==> src/rtl/rxq_pkg.sv <==
package rxq_pkg;
  localparam int RXQ_DATA_W = 8;
  localparam int RXQ_IDX_W  = 8;

  typedef struct packed {
    logic                  ovr;
    logic                  frm;
    logic                  par;
    logic [RXQ_DATA_W-1:0] data;
  } rxEntry_t;

  typedef struct packed {
    logic                 push;
    logic                 pop;
    logic                 markOvr;
    logic [RXQ_IDX_W-1:0] wrIdx;
    logic [RXQ_IDX_W-1:0] rdIdx;
    logic [RXQ_IDX_W-1:0] lastIdx;
  } rxqStrobe_t;
endpackage

==> src/rtl/rxq_ctrl.sv <==
module rxq_ctrl
  import rxq_pkg::*;
#(
  parameter int DEPTH     = 12,
  parameter int REQ_LEVEL = 8,
  parameter int BURST     = 4,
  localparam int CNT_W    = $clog2(DEPTH + 1)
) (
  input  logic             clk,
  input  logic             rstN,
  input  logic             wrValid,
  input  logic             rdPop,
  input  logic             irqClr,
  input  logic             winErr,
  output rxqStrobe_t       strb,
  output logic [CNT_W-1:0] level,
  output logic             errIrq,
  output logic             dmaReq
);
  logic [RXQ_IDX_W-1:0] wrPtr, rdPtr;
  logic full, empty, doPush, doPop, markOvr;

  function automatic logic [RXQ_IDX_W-1:0] bumpIdx(input logic [RXQ_IDX_W-1:0] idx);
    return (idx == RXQ_IDX_W'(DEPTH - 1)) ? '0 : idx + 1'b1;
  endfunction

  assign full    = (level == CNT_W'(DEPTH));
  assign empty   = (level == '0);
  assign doPop   = rdPop && !empty;
  assign doPush  = wrValid && (!full || doPop);
  assign markOvr = wrValid && full && !doPop;

  always_comb begin
    strb.push    = doPush;
    strb.pop     = doPop;
    strb.markOvr = markOvr;
    strb.wrIdx   = wrPtr;
    strb.rdIdx   = rdPtr;
    strb.lastIdx = (wrPtr == '0) ? RXQ_IDX_W'(DEPTH - 1) : wrPtr - 1'b1;
  end

  always_ff @(posedge clk) begin
    if (!rstN) begin
      wrPtr  <= '0;
      rdPtr  <= '0;
      level  <= '0;
      errIrq <= 1'b0;
    end else begin
      if (doPush) wrPtr <= bumpIdx(wrPtr);
      if (doPop)  rdPtr <= bumpIdx(rdPtr);
      case ({doPush, doPop})
        2'b10:   level <= level + 1'b1;
        2'b01:   level <= level - 1'b1;
        default: level <= level;
      endcase
      errIrq <= winErr | (errIrq & ~irqClr);
    end
  end

  assign dmaReq = (level >= CNT_W'(REQ_LEVEL)) && (level >= CNT_W'(BURST))
                  && !errIrq && !winErr;
endmodule

==> src/rtl/rxq_store.sv <==
module rxq_store
  import rxq_pkg::*;
#(
  parameter int DEPTH    = 12,
  parameter int HEAD_WIN = 4,
  localparam int CNT_W   = $clog2(DEPTH + 1)
) (
  input  logic             clk,
  input  logic             rstN,
  input  rxqStrobe_t       strb,
  input  rxEntry_t         wrEntry,
  input  logic [CNT_W-1:0] level,
  output rxEntry_t         headEntry,
  output logic             winErr
);
  rxEntry_t mem [DEPTH];
  logic [HEAD_WIN-1:0] slotErr;

  always_ff @(posedge clk) begin
    if (!rstN) begin
      for (int i = 0; i < DEPTH; i++) mem[i] <= '0;
    end else begin
      if (strb.push) mem[strb.wrIdx] <= wrEntry;
      if (strb.markOvr) mem[strb.lastIdx].ovr <= 1'b1;
    end
  end

  assign headEntry = (level != '0) ? mem[strb.rdIdx] : '0;

  for (genvar g = 0; g < HEAD_WIN; g++) begin : gSlot
    logic [RXQ_IDX_W:0] sum;
    logic [RXQ_IDX_W-1:0] idx;
    assign sum = {1'b0, strb.rdIdx} + (RXQ_IDX_W + 1)'(g);
    assign idx = (sum >= (RXQ_IDX_W + 1)'(DEPTH)) ? RXQ_IDX_W'(sum - (RXQ_IDX_W + 1)'(DEPTH))
                                                   : sum[RXQ_IDX_W-1:0];
    assign slotErr[g] = (level > CNT_W'(g)) && (mem[idx].par | mem[idx].frm | mem[idx].ovr);
  end

  assign winErr = |slotErr;
endmodule

==> src/rtl/rx_tagged_fifo.sv <==
module rx_tagged_fifo
  import rxq_pkg::*;
#(
  parameter int DEPTH     = 12,
  parameter int REQ_LEVEL = 8,
  parameter int BURST     = 4,
  parameter int HEAD_WIN  = 4,
  localparam int CNT_W    = $clog2(DEPTH + 1)
) (
  input  logic                  clk,
  input  logic                  rstN,
  input  logic                  wrValid,
  input  logic [RXQ_DATA_W-1:0] wrData,
  input  logic                  wrParErr,
  input  logic                  wrFrmErr,
  input  logic                  wrOvrErr,
  input  logic                  rdPop,
  input  logic                  irqClr,
  output logic [RXQ_DATA_W-1:0] rdData,
  output logic                  headParErr,
  output logic                  headFrmErr,
  output logic                  headOvrErr,
  output logic                  errIrq,
  output logic                  dmaReq,
  output logic [CNT_W-1:0]      rxLevel
);
  rxqStrobe_t strb;
  rxEntry_t   wrEntry, headEntry;
  logic       winErr;

  assign wrEntry = '{ovr: wrOvrErr, frm: wrFrmErr, par: wrParErr, data: wrData};

  rxq_ctrl #(.DEPTH(DEPTH), .REQ_LEVEL(REQ_LEVEL), .BURST(BURST)) u_ctrl (
    .clk(clk), .rstN(rstN), .wrValid(wrValid), .rdPop(rdPop), .irqClr(irqClr),
    .winErr(winErr), .strb(strb), .level(rxLevel), .errIrq(errIrq), .dmaReq(dmaReq)
  );

  rxq_store #(.DEPTH(DEPTH), .HEAD_WIN(HEAD_WIN)) u_store (
    .clk(clk), .rstN(rstN), .strb(strb), .wrEntry(wrEntry), .level(rxLevel),
    .headEntry(headEntry), .winErr(winErr)
  );

  assign rdData     = headEntry.data;
  assign headParErr = headEntry.par;
  assign headFrmErr = headEntry.frm;
  assign headOvrErr = headEntry.ovr;
endmodule

==> config.mk <==
export PLATFORM = sky130hd
export DESIGN_NAME = rx_tagged_fifo
export DESIGN_NICKNAME = d
export VERILOG_FILES = /design/src/rtl/rxq_pkg.sv /design/src/rtl/rxq_ctrl.sv /design/src/rtl/rxq_store.sv /design/src/rtl/rx_tagged_fifo.sv
export SDC_FILE = /design/constraint.sdc
export NUM_CORES = 1
export LEC_CHECK = 0
export BUFFER_PORTS_ARGS = -buffer_cell sky130_fd_sc_hd__buf_2
export CORE_ASPECT_RATIO = 1.1
export CORE_MARGIN = 3
export CORE_UTILIZATION = 26
export DETAILED_ROUTE_END_ITERATION = 8
export PLACE_DENSITY = 0.52
export SYNTH_ARGS = -nofsm -noshare
export SYNTH_HDL_FRONTEND = slang
export SYNTH_SLANG_ARGS = --single-unit
==> constraint.sdc <==
create_clock -name clk -period 4.02 [get_ports clk]
set_input_delay 0.402 -clock clk [delete_from_list [all_inputs] [get_ports clk]]
set_output_delay 0.402 -clock clk [all_outputs]
set_load 0.02 [all_outputs]
; Word level (Yosys, flattened, before mapping)
; Memory sizes are Yosys's and may differ from the RTL's. A register that Yosys moved wholly into a read port is not among the register bits.
; Index checks and enable logic that the tools add are counted.
[totals]
ramBits = 132
register_bits = 21
output_inout_bits = 17
memories = 1
[op_classes]
bitwise = 11
n_reduce_logical = 24
magnitude_cmp = 10
n_eq_ne = 5
mux = 24
n_addsub = 12
[mem_list]
columns = name, depth, width, rd, rd_clocked_by_memory_dff, write_ports, line_no
row1 = u_store.mem, 12, 11, 5, 1, 12, rxq_store.sv:16  ; rxEntry_t mem [DEPTH];
[op_table]
columns = op, n
row1 = 4-bit two-way mux, 9
row2 = 11-bit two-way mux, 3
row3 = 9-bit by 4-bit >= comparator with 1-bit output (second input constant), 3
row4 = 11-bit OR reduction, 2
row5 = 8-bit by 2-bit adder with 9-bit output (second input constant), 2
row6 = 8-bit by 1-bit adder with 8-bit output (second input constant), 2
row7 = 8-bit by 4-bit == test with 1-bit output (second input constant), 2
row8 = 8-bit two-way mux, 2
row9 = 4-bit subtractor (second input constant), 4
row10 = 1-bit logical AND, 11
row11 = 8-bit by 1-bit adder with 9-bit output (second input constant), 1
row12 = 1-bit OR, 9
row13 = 8-bit by 4-bit >= comparator with 1-bit output (second input constant), 1
row14 = 4-bit by 1-bit greater-than comparator with 1-bit output (second input constant), 2
row15 = 4-bit by 2-bit greater-than comparator with 1-bit output (second input constant), 2
row16 = 8-bit logical NOT, 1
row17 = 1-bit two-way mux, 8
row18 = 4-bit one-hot mux with 2 select lines, 1
row19 = 4-bit by 1-bit subtractor with 4-bit output (second input constant), 2
row20 = 1-bit logical NOT, 5
row21 = 4-bit by 1-bit adder with 4-bit output (second input constant), 1
row22 = 4-bit == test (second input constant), 1
row23 = 4-bit by 3-bit >= comparator with 1-bit output (second input constant), 1
row24 = 4-bit >= comparator (second input constant), 1
row25 = 10 further kinds, 10

; Longest topological paths before layout
; Gate-level depths: netlist of the first run.
[logic_depth]
depth_word = 11
depth_mapped = 12

; Modules after synthesis
; From an unflattened synthesis of the first run, not the netlist that was laid out.
[unflattened]
hier_cells = 816
area_unflattened_um2 = 10481.3
[modules_own_cells]
columns = module, area_each_um2, seq_area_each_um2, n_inst, cells_per_inst
row1 = rxq_store, 9058.7, 5124.9, 1, 643
row2 = rxq_ctrl, 1422.6, 420.4, 1, 173

; Worst setup path after synthesis of the first run
; No wires, ideal clock.
[synth_timing]
kind = reg2out
startpoint = reg u_ctrl.rdPtr[1]
endpoint = out dmaReq
t_arrival_ps = 3135
n_path_buf = 2
required_ps = 3618
setup_slack_ps = 483
stages_incl_launch_ff = 10
cell_sequence = dfxtp_1 -> clkbuf_1 -> clkinv_1 -> ha_1 -> clkbuf_1 -> mux4_2 -> mux4_2 -> mux2i_1 -> nor2_1 -> and4b_1
[synth_between]
elab_chain_cells = 10
word_cells_on_any_way = 31
[synth_lines]
columns = element, line_no
row1 = "start, declared", rxq_ctrl.sv:20  ; logic [RXQ_IDX_W-1:0] wrPtr, rdPtr;
row2 = "start signal, assigned", rxq_ctrl.sv:50  ; if (doPop) rdPtr <= bumpIdx(rdPtr);
row3 = 8-bit by 1-bit adder with 9-bit output / 8-bit by 2-bit adder with 9-bit output (equally long branches), rxq_store.sv:33  ; assign sum = {1'b0, strb.rdIdx} + (RXQ_IDX_W + 1)'(g);
row4 = 9-bit by 4-bit >= comparator with 1-bit output / 4-bit subtractor (equally long branches), rxq_store.sv:34  ; assign idx = (sum >= (RXQ_IDX_W + 1)'(DEPTH)) ? RXQ_IDX_W'(sum - (RXQ_IDX_W + 1)'(DEPTH))
row5 = 4-bit two-way mux, rxq_store.sv:34
row6 = memory 12 x 11 bit *, -
row7 = 1-bit OR (2 in a row), rxq_store.sv:36  ; assign slotErr[g] = (level > CNT_W'(g)) && (mem[idx].par | mem[idx].frm | mem[idx].ovr);
row8 = 1-bit logical AND, rxq_store.sv:36
row9 = 4-bit OR reduction *, rxq_store.sv:39  ; assign winErr = |slotErr;
row10 = 1-bit logical NOT *, rxq_ctrl.sv:61  ; && !errIrq && !winErr;
row11 = 1-bit logical AND *, rxq_ctrl.sv:61
row12 = "end, declared", rx_tagged_fifo.sv:24  ; output logic dmaReq,
; Every way passes the cells marked *; elsewhere a longest branch is shown, timed or not.

; Worst setup path in the final report of the first run
[layout_timing]
startpoint = reg u_ctrl.rdPtr[2]
endpoint = out dmaReq
; The elaborated chain is that of the path after synthesis.

==> flow_summary.json, run 1 <==
{
  "overflow": 0,
  "final_cells": 1360,
  "worst_slew_margin_rel_pct": 24.07,
  "fp.dieW_um": 199.1,
  "fin_crit_ns": 3.825,
  "timing.final.crit_share_pct": 95.14,
  "cp.arrival_ns": 3.42,
  "cts.path.max_buffers": 3,
  "cts_buffers": 22,
  "comb_power_share_pct": 23.3,
  "hpwl_um": 19550,
  "hold_buffers": 0,
  "clkLatencyLatePin_ns": 0.53,
  "power.internal_mw": 4.214,
  "p_seq_share_pct": 41.8,
  "switching_power_mw": 1.760,
  "layout_commonest_cell": "edfxtp_1",
  "crit_required_ns": 3.62,
  "placed_cells": 1319,
  "pre_cts_slack_ns": 0.4714,
  "ys_types": 63,
  "r2r_slack_ns": 0.58,
  "status": "finished, final reports clean",
  "leakagePower_nw": 4.198,
  "track_usage_pct": 13.13,
  "hp-start": "wrValid",
  "switching_share_pct": 29.46,
  "path_max_fanout": 10,
  "gp_congestion": 0.8402,
  "synth-edff-count": 176,
  "setup_slack_ns": 0.1954,
  "cts_htree_levels": 1,
  "timing.rr.end": "u_store.mem[7][7]",
  "worst_pin_slew_ns": 1.134,
  "cp-end-kind": "primary output",
  "nNetsFinal": 865,
  "ir_drop_mv": 0.2914,
  "vias": 6807,
  "utilization_pct": 30.39,
  "drv_slew": 0,
  "grt_pass1_wl_um": 43440,
  "critical_path_class": "register to primary output",
  "synthCells": 807,
  "wl_um": 28520,
  "min-delay-path-class": "primary input to register",
  "avgSynthCellArea_um2": 13.22,
  "ant_nets": 0,
  "final_cell_mix": "edfxtp_1, and2_1, mux4_2",
  "ios": 33,
  "finalHoldViolations": 0,
  "postPlaceCellArea_um2": 11460,
  "fmax_ghz": 0.2615,
  "cts_tree": "done",
  "p_per_area_nw_per_um2": 487.0,
  "clk_pin_slew_ns": 0.06,
  "ys_seq_area_share_pct": 54.24,
  "synth-seq-cells": 201,
  "final_cell_area_um2": 12270,
  "synth_area_um2": 10670,
  "synth_fp_nets": 842,
  "reg2reg_depth": 10,
  "hold_end": "u_ctrl.wrPtr[1]",
  "cts_sinks": 201,
  "r2r-start": "u_ctrl.level[1]",
  "drt_pre_antenna_iters": 6,
  "synth-warning-count": 0,
  "root_buffer": "clkbuf_16",
  "io_buffers": 32,
  "dieArea_um2": 43490,
  "rows": 77,
  "finClkSkew_ns": 0.01854,
  "drive_gt1_share_pct": 23.29,
  "viasPerCell": 5.005,
  "setup_violations": 0,
  "area_growth_pct": 15.01,
  "cts_setup_buffers": 0,
  "avgRoutedWirePerCell_um": 20.97,
  "drt_iter0_markers": 616,
  "grt_max_degree": 29,
  "coreArea_um2": 40370,
  "drv_cap": 0,
  "grt_pass1_vias": 6738,
  "fp.dieH_um": 218.4,
  "crit_path_start_kind": "register",
  "start_util_pct": 26.42,
  "holdPathStages": 3,
  "synth_flop_cell": "edfxtp_1",
  "route.detailed.drc": 0,
  "async_flop_share_pct": 0,
  "p_clk_share_pct": 34.9,
  "antenna_found_initial": 1
}
final cells by class:
cell class | instances | area, µm²
well taps | 513 | 641.9
flip-flops and latches | 201 | 5793
fillers | 4014 | 28100
multi-input cells | 523 | 4603
clock inverters | 13 | 166.4
repair buffers | 67 | 435.4
diodes | 1 | 2.502
inverters | 15 | 56.30
clock buffers | 27 | 569.3
power by group through the flow:
stage / Combinational (mW) / Sequential [mW] / Clock (mW)
6_report: 1.39 / 2.50 / 2.08
5_1_grt: 1.50 / 2.52 / 2.21
4_1_cts: 1.39 / 2.50 / 2.13
3_5_place_dp: 1.38 / 2.55 / 0
3_3_place_gp: 1.38 / 2.54 / 0
2_1_floorplan: 1.02 / 2.46 / 0
worst max-delay path: stages (launching register included):
cell and delay [ns]:
dfxtp_2 0.51, ha_4 0.25, nand2_1 0.08, xnor2_1 0.15
ha_1 0.22, and4b_1 0.26, a211oi_2 0.09, a2111oi_4 0.45
nand3_1 0.12, a221o_1 0.33, o211a_1 0.12, and4b_1 0.17
buf_2 0.15
Yosys cell counts, drive strengths merged (2+ instances only):
master / count / area [µm²]
nand4b: 2 / 17.52
ha: 19 / 237.7
nor3: 46 / 250.2
nor2b: 12 / 75.07
nand2: 20 / 82.58
nand3: 14 / 70.07
a31oi: 3 / 18.77
or4: 2 / 15.01
a311oi: 2 / 17.52
nand2b: 21 / 131.4
nor2: 37 / 138.9
xnor2: 14 / 122.6
buf: 25 / 127.6
a21oi: 18 / 90.09
and4b: 3 / 30.03
nor4: 10 / 77.57
a2111oi: 13 / 132.6
o211a: 2 / 20.02
inv: 14 / 52.55
or2: 2 / 12.51
or3: 5 / 31.28
o21ai: 17 / 85.08
o31ai: 2 / 15.01
xor2: 6 / 52.55
nand4: 4 / 25.02
edfxtp: 176 / 5285
and2: 132 / 825.8
a211oi: 10 / 75.07
clkbuf: 43 / 163.9
nor3b: 2 / 15.01
dfxtp: 25 / 500.5
o41ai: 4 / 35.03
a22oi: 2 / 15.01
mux2i: 8 / 80.08
and3: 4 / 25.02
mux4: 68 / 1531
a221o: 2 / 20.02
routing by layer:
metal	GRT usage (%)	wire (µm)	part of all wire (%)	up-vias
met3	2.251	1312	4.6	39
met5	0	0	0	-
met4	2.390	504	1.8	0
met1	18.14	12730	45	3488
met2	21.92	13970	49	163
li1	-	-	-	3117
state kept, by name (all words and copies together) (netlist names), named ones only:
name	cells
u_store.mem	176
u_ctrl.rdPtr	8
u_ctrl.wrPtr	8
u_ctrl.level	4
u_ctrl.errIrq	1
what timing repair did:
| item | CTS | global route |
|---|---|---|
| resized for setup | 3 | 11 |
| hold endpoints to repair | 0 | 0 |
| setup endpoints to repair | 1 | 1 |
how the worst max path moves through the flow:
stage	from	to	slack, ns
floorplan	u_ctrl.rdPtr[1]	dmaReq	0.48
global placement	u_ctrl.rdPtr[2]	dmaReq	0.54
detailed placement	u_ctrl.rdPtr[2]	dmaReq	0.47
CTS	u_ctrl.rdPtr[0]	dmaReq	0.008
global route	u_ctrl.rdPtr[2]	dmaReq	-0.03
finish	u_ctrl.rdPtr[2]	dmaReq	0.20
per-stage QoR:
stage	hold WS (ns)	TNS, ns	power (mW)
CTS	0.1791	0	6.017
global placement	0.5107	0	3.916
detailed placement	0.5247	0	3.928
global route	0.1941	-0.02550	6.230
floorplan	0.4868	0	3.475
finish	0.1939	0	5.974
kinds of logic (layout without fill, tap and decap cells):
kind of cell / after synthesis / count (layout) / share of synthesized area [%]
buf+inv: 83 / 122 / 3.261
mux: 77 / 77 / 15.21
fa+ha+maj: 19 / 19 / 2.229
simple gates: 320 / 320 / 17.48
compound gates: 87 / 87 / 5.936
flops: 201 / 201 / 54.24
xor+xnor: 20 / 20 / 1.642
other cells: 0 / 1 / 0
Note: power is estimated with default switching activity, not from simulation.
==> inputs of run 2 (changes only) <==
--- a/config.mk
+++ b/config.mk
@@ -6,7 +6,6 @@
 export NUM_CORES = 1
 export LEC_CHECK = 0
 export BUFFER_PORTS_ARGS = -buffer_cell sky130_fd_sc_hd__buf_2
-export CORE_ASPECT_RATIO = 1.1
 export CORE_MARGIN = 3
 export CORE_UTILIZATION = 26
 export DETAILED_ROUTE_END_ITERATION = 8
==> run 2 against run 1 <==
  * Die area is essentially flat
  * Highest routed layer is now met5
  * Combinational power is essentially flat
  * Largest power group unchanged
  * Register-to-register slack gained 0.08 ns
==> flow_summary.json, run 2 (synthesis results as in run 1) <==
{
  "status": "finished, final reports clean",
  "largest_register_ffs": 176,
  "critical_path_class": "register to primary output",
  "timing.final.crit_share_pct": 94.94,
  "grt_setup_unrepaired": "no",
  "leakagePower_nw": 4.209,
  "path_max_fanout": 8,
  "fp.dieW_um": 208.5,
  "io_buffers": 32,
  "power.internal_mw": 4.208,
  "fp.dieH_um": 208.5,
  "route.detailed.drc": 0,
  "wl_um": 25280,
  "p_seq_share_pct": 42.3,
  "cts_htree_levels": 1,
  "hpwl_um": 18570,
  "worst_path_max_delay_cell": "a2111oi_4",
  "cp.arrival_ns": 3.41,
  "vias": 6554,
  "finalHoldViolations": 0,
  "grt_pass1_wl_um": 39960,
  "area_growth_pct": 15.00,
  "regArea_um2": 5798,
  "regMostFlops": "u_store.mem",
  "nNetsFinal": 868,
  "worst_pin_slew_ns": 0.7990,
  "grt_max_degree": 27,
  "crit_required_ns": 3.62,
  "r2r-start": "u_ctrl.level[1]",
  "postPlaceCellArea_um2": 11500,
  "drt_iter0_markers": 465,
  "antenna_found_initial": 1,
  "final_cell_area_um2": 12270,
  "utilization_pct": 30.59,
  "cts_tree": "done",
  "clkLatencyLatePin_ns": 0.53,
  "start_util_pct": 26.60,
  "ir_drop_mv": 0.2729,
  "setup_violations": 0,
  "worst_slew_margin_rel_pct": 46.32,
  "coreArea_um2": 40100,
  "crit_path_start_kind": "register",
  "root_buffer": "clkbuf_16",
  "p_per_area_nw_per_um2": 480.5,
  "fmax_ghz": 0.2620,
  "fin_crit_ns": 3.816,
  "p_clk_share_pct": 34.4,
  "final_cell_mix": "edfxtp_1, and2_1, mux4_2",
  "drv_slew": 0,
  "drive_gt1_share_pct": 23.23,
  "final.setup.tns_ns": 0,
  "cts_buffers": 22,
  "overflow": 0,
  "hp-start": "wrValid",
  "crit_start": "u_ctrl.rdPtr[0]",
  "track_usage_pct": 11.60,
  "cts.path.max_buffers": 3,
  "multi_input_area_um2": 4571,
  "reg.largest.list": "u_store.mem (176), u_ctrl.rdPtr (8), u_ctrl.wrPtr (8)",
  "min-delay-path-class": "primary input to register",
  "dieArea_um2": 43490,
  "drv_cap": 0,
  "rows": 73,
  "comb_power_share_pct": 23.2,
  "cts_sinks": 201,
  "fillCellCount": 3920,
  "antenna_cells": 0,
  "cp-end-kind": "primary output",
  "clk_pin_slew_ns": 0.06,
  "switching_share_pct": 28.61,
  "avgRoutedWirePerCell_um": 18.41,
  "viasPerCell": 4.773,
  "power_mw": 5.894,
  "ios": 33,
  "layout_commonest_cell": "edfxtp_1",
  "max_stage_delay_ns": 0.40,
  "finClkSkew_ns": 0.01286,
  "switching_power_mw": 1.686,
  "grt_pass1_vias": 6521,
  "gp_congestion": 0.8470,
  "ant_nets": 0,
  "cp_cell_sequence": "ha_1, xnor2_2, inv_1, ha_1, and4b_1, a211oi_2, a2111oi_4, nand3_1, a221o_1, o211a_1, and4b_1, buf_2",
  "drt_pre_antenna_iters": 5
}
[run 2: changes by cell type in the layout (fill, tap and decap cells not counted), moves of 2 or more]
| cell | before | now |
|---|---|---|
| dfxtp_1 | 21 | 19 |
| ha_4 | 2 | 0 |
| buf_4 | 34 | 36 |
| clkinv_1 | 2 | 5 |
| ha_1 | 15 | 18 |
[run 2: power groups by stage]
stage	registers (mW)	clock network (mW)	logic (mW)
2_1_floorplan	2.46	0	1.02
3_3_place_gp	2.54	0	1.36
3_5_place_dp	2.54	0	1.36
4_1_cts	2.50	2.09	1.37
5_1_grt	2.52	2.17	1.48
6_report	2.50	2.03	1.37
[run 2: repair_timing]
action | in CTS | in global routing
gates resized for setup | 2 | 9
pin swaps | 0 | 2
hold buffers | 0 | 0
endpoints found under the setup margin | 1 | 1
buffers inserted | 0 | 1
[run 2: final timing paths]
kind / endpoint / slack [ns] / depth (start not counted)
setup / recovery: dmaReq / 0.20 / 12
hold / removal: u_ctrl.wrPtr[1] / 0.19 / 3
setup reg to reg: u_store.mem[2][6] / 0.66 / 9
hold reg to reg: u_ctrl.wrPtr[5] / 0.54 / 2
[run 2: layout make-up]
type | count | area share [%]
well taps | 525 | 5.355
flip-flops and latches | 201 | 47.27
inverters | 15 | 0.4590
clock buffers | 26 | 4.610
clock inverters | 13 | 1.214
multi-input cells | 523 | 37.26
repair buffers | 70 | 3.835
[run 2: critical path, delay by kind of cell (launching register included)]
family	cells	cell delay (ns)
buffers and inverters	2	0.29
adders and majority gates	2	0.49
AOI/OAI and AO/OA	4	0.95
and+or+nand+nor	3	0.54
xor gates and xnor gates	1	0.23
DFF	1	0.37
[run 2: routing by layer]
| metal | vias to the layer above | part of all wire, % | track usage [%] |
|---|---|---|---|
| met4 | 2 | 2.6 | 3.949 |
| met3 | 40 | 3.3 | 1.357 |
| met5 | - | 0.028 | 0 |
| li1 | 3120 | - | - |
| met2 | 129 | 50 | 19.67 |
| met1 | 3263 | 45 | 15.45 |
[run 2: stage by stage]
step	hold WS [ns]	setup slack (ns)	std cells
after floorplan	0.4868	0.4830	807
after global placement	0.5150	0.5143	1333
after detailed placement	0.5291	0.4420	1333
after CTS	0.1631	0.01186	1372
after global routing	0.2039	0.0007379	1373
final	0.1905	0.2036	1373
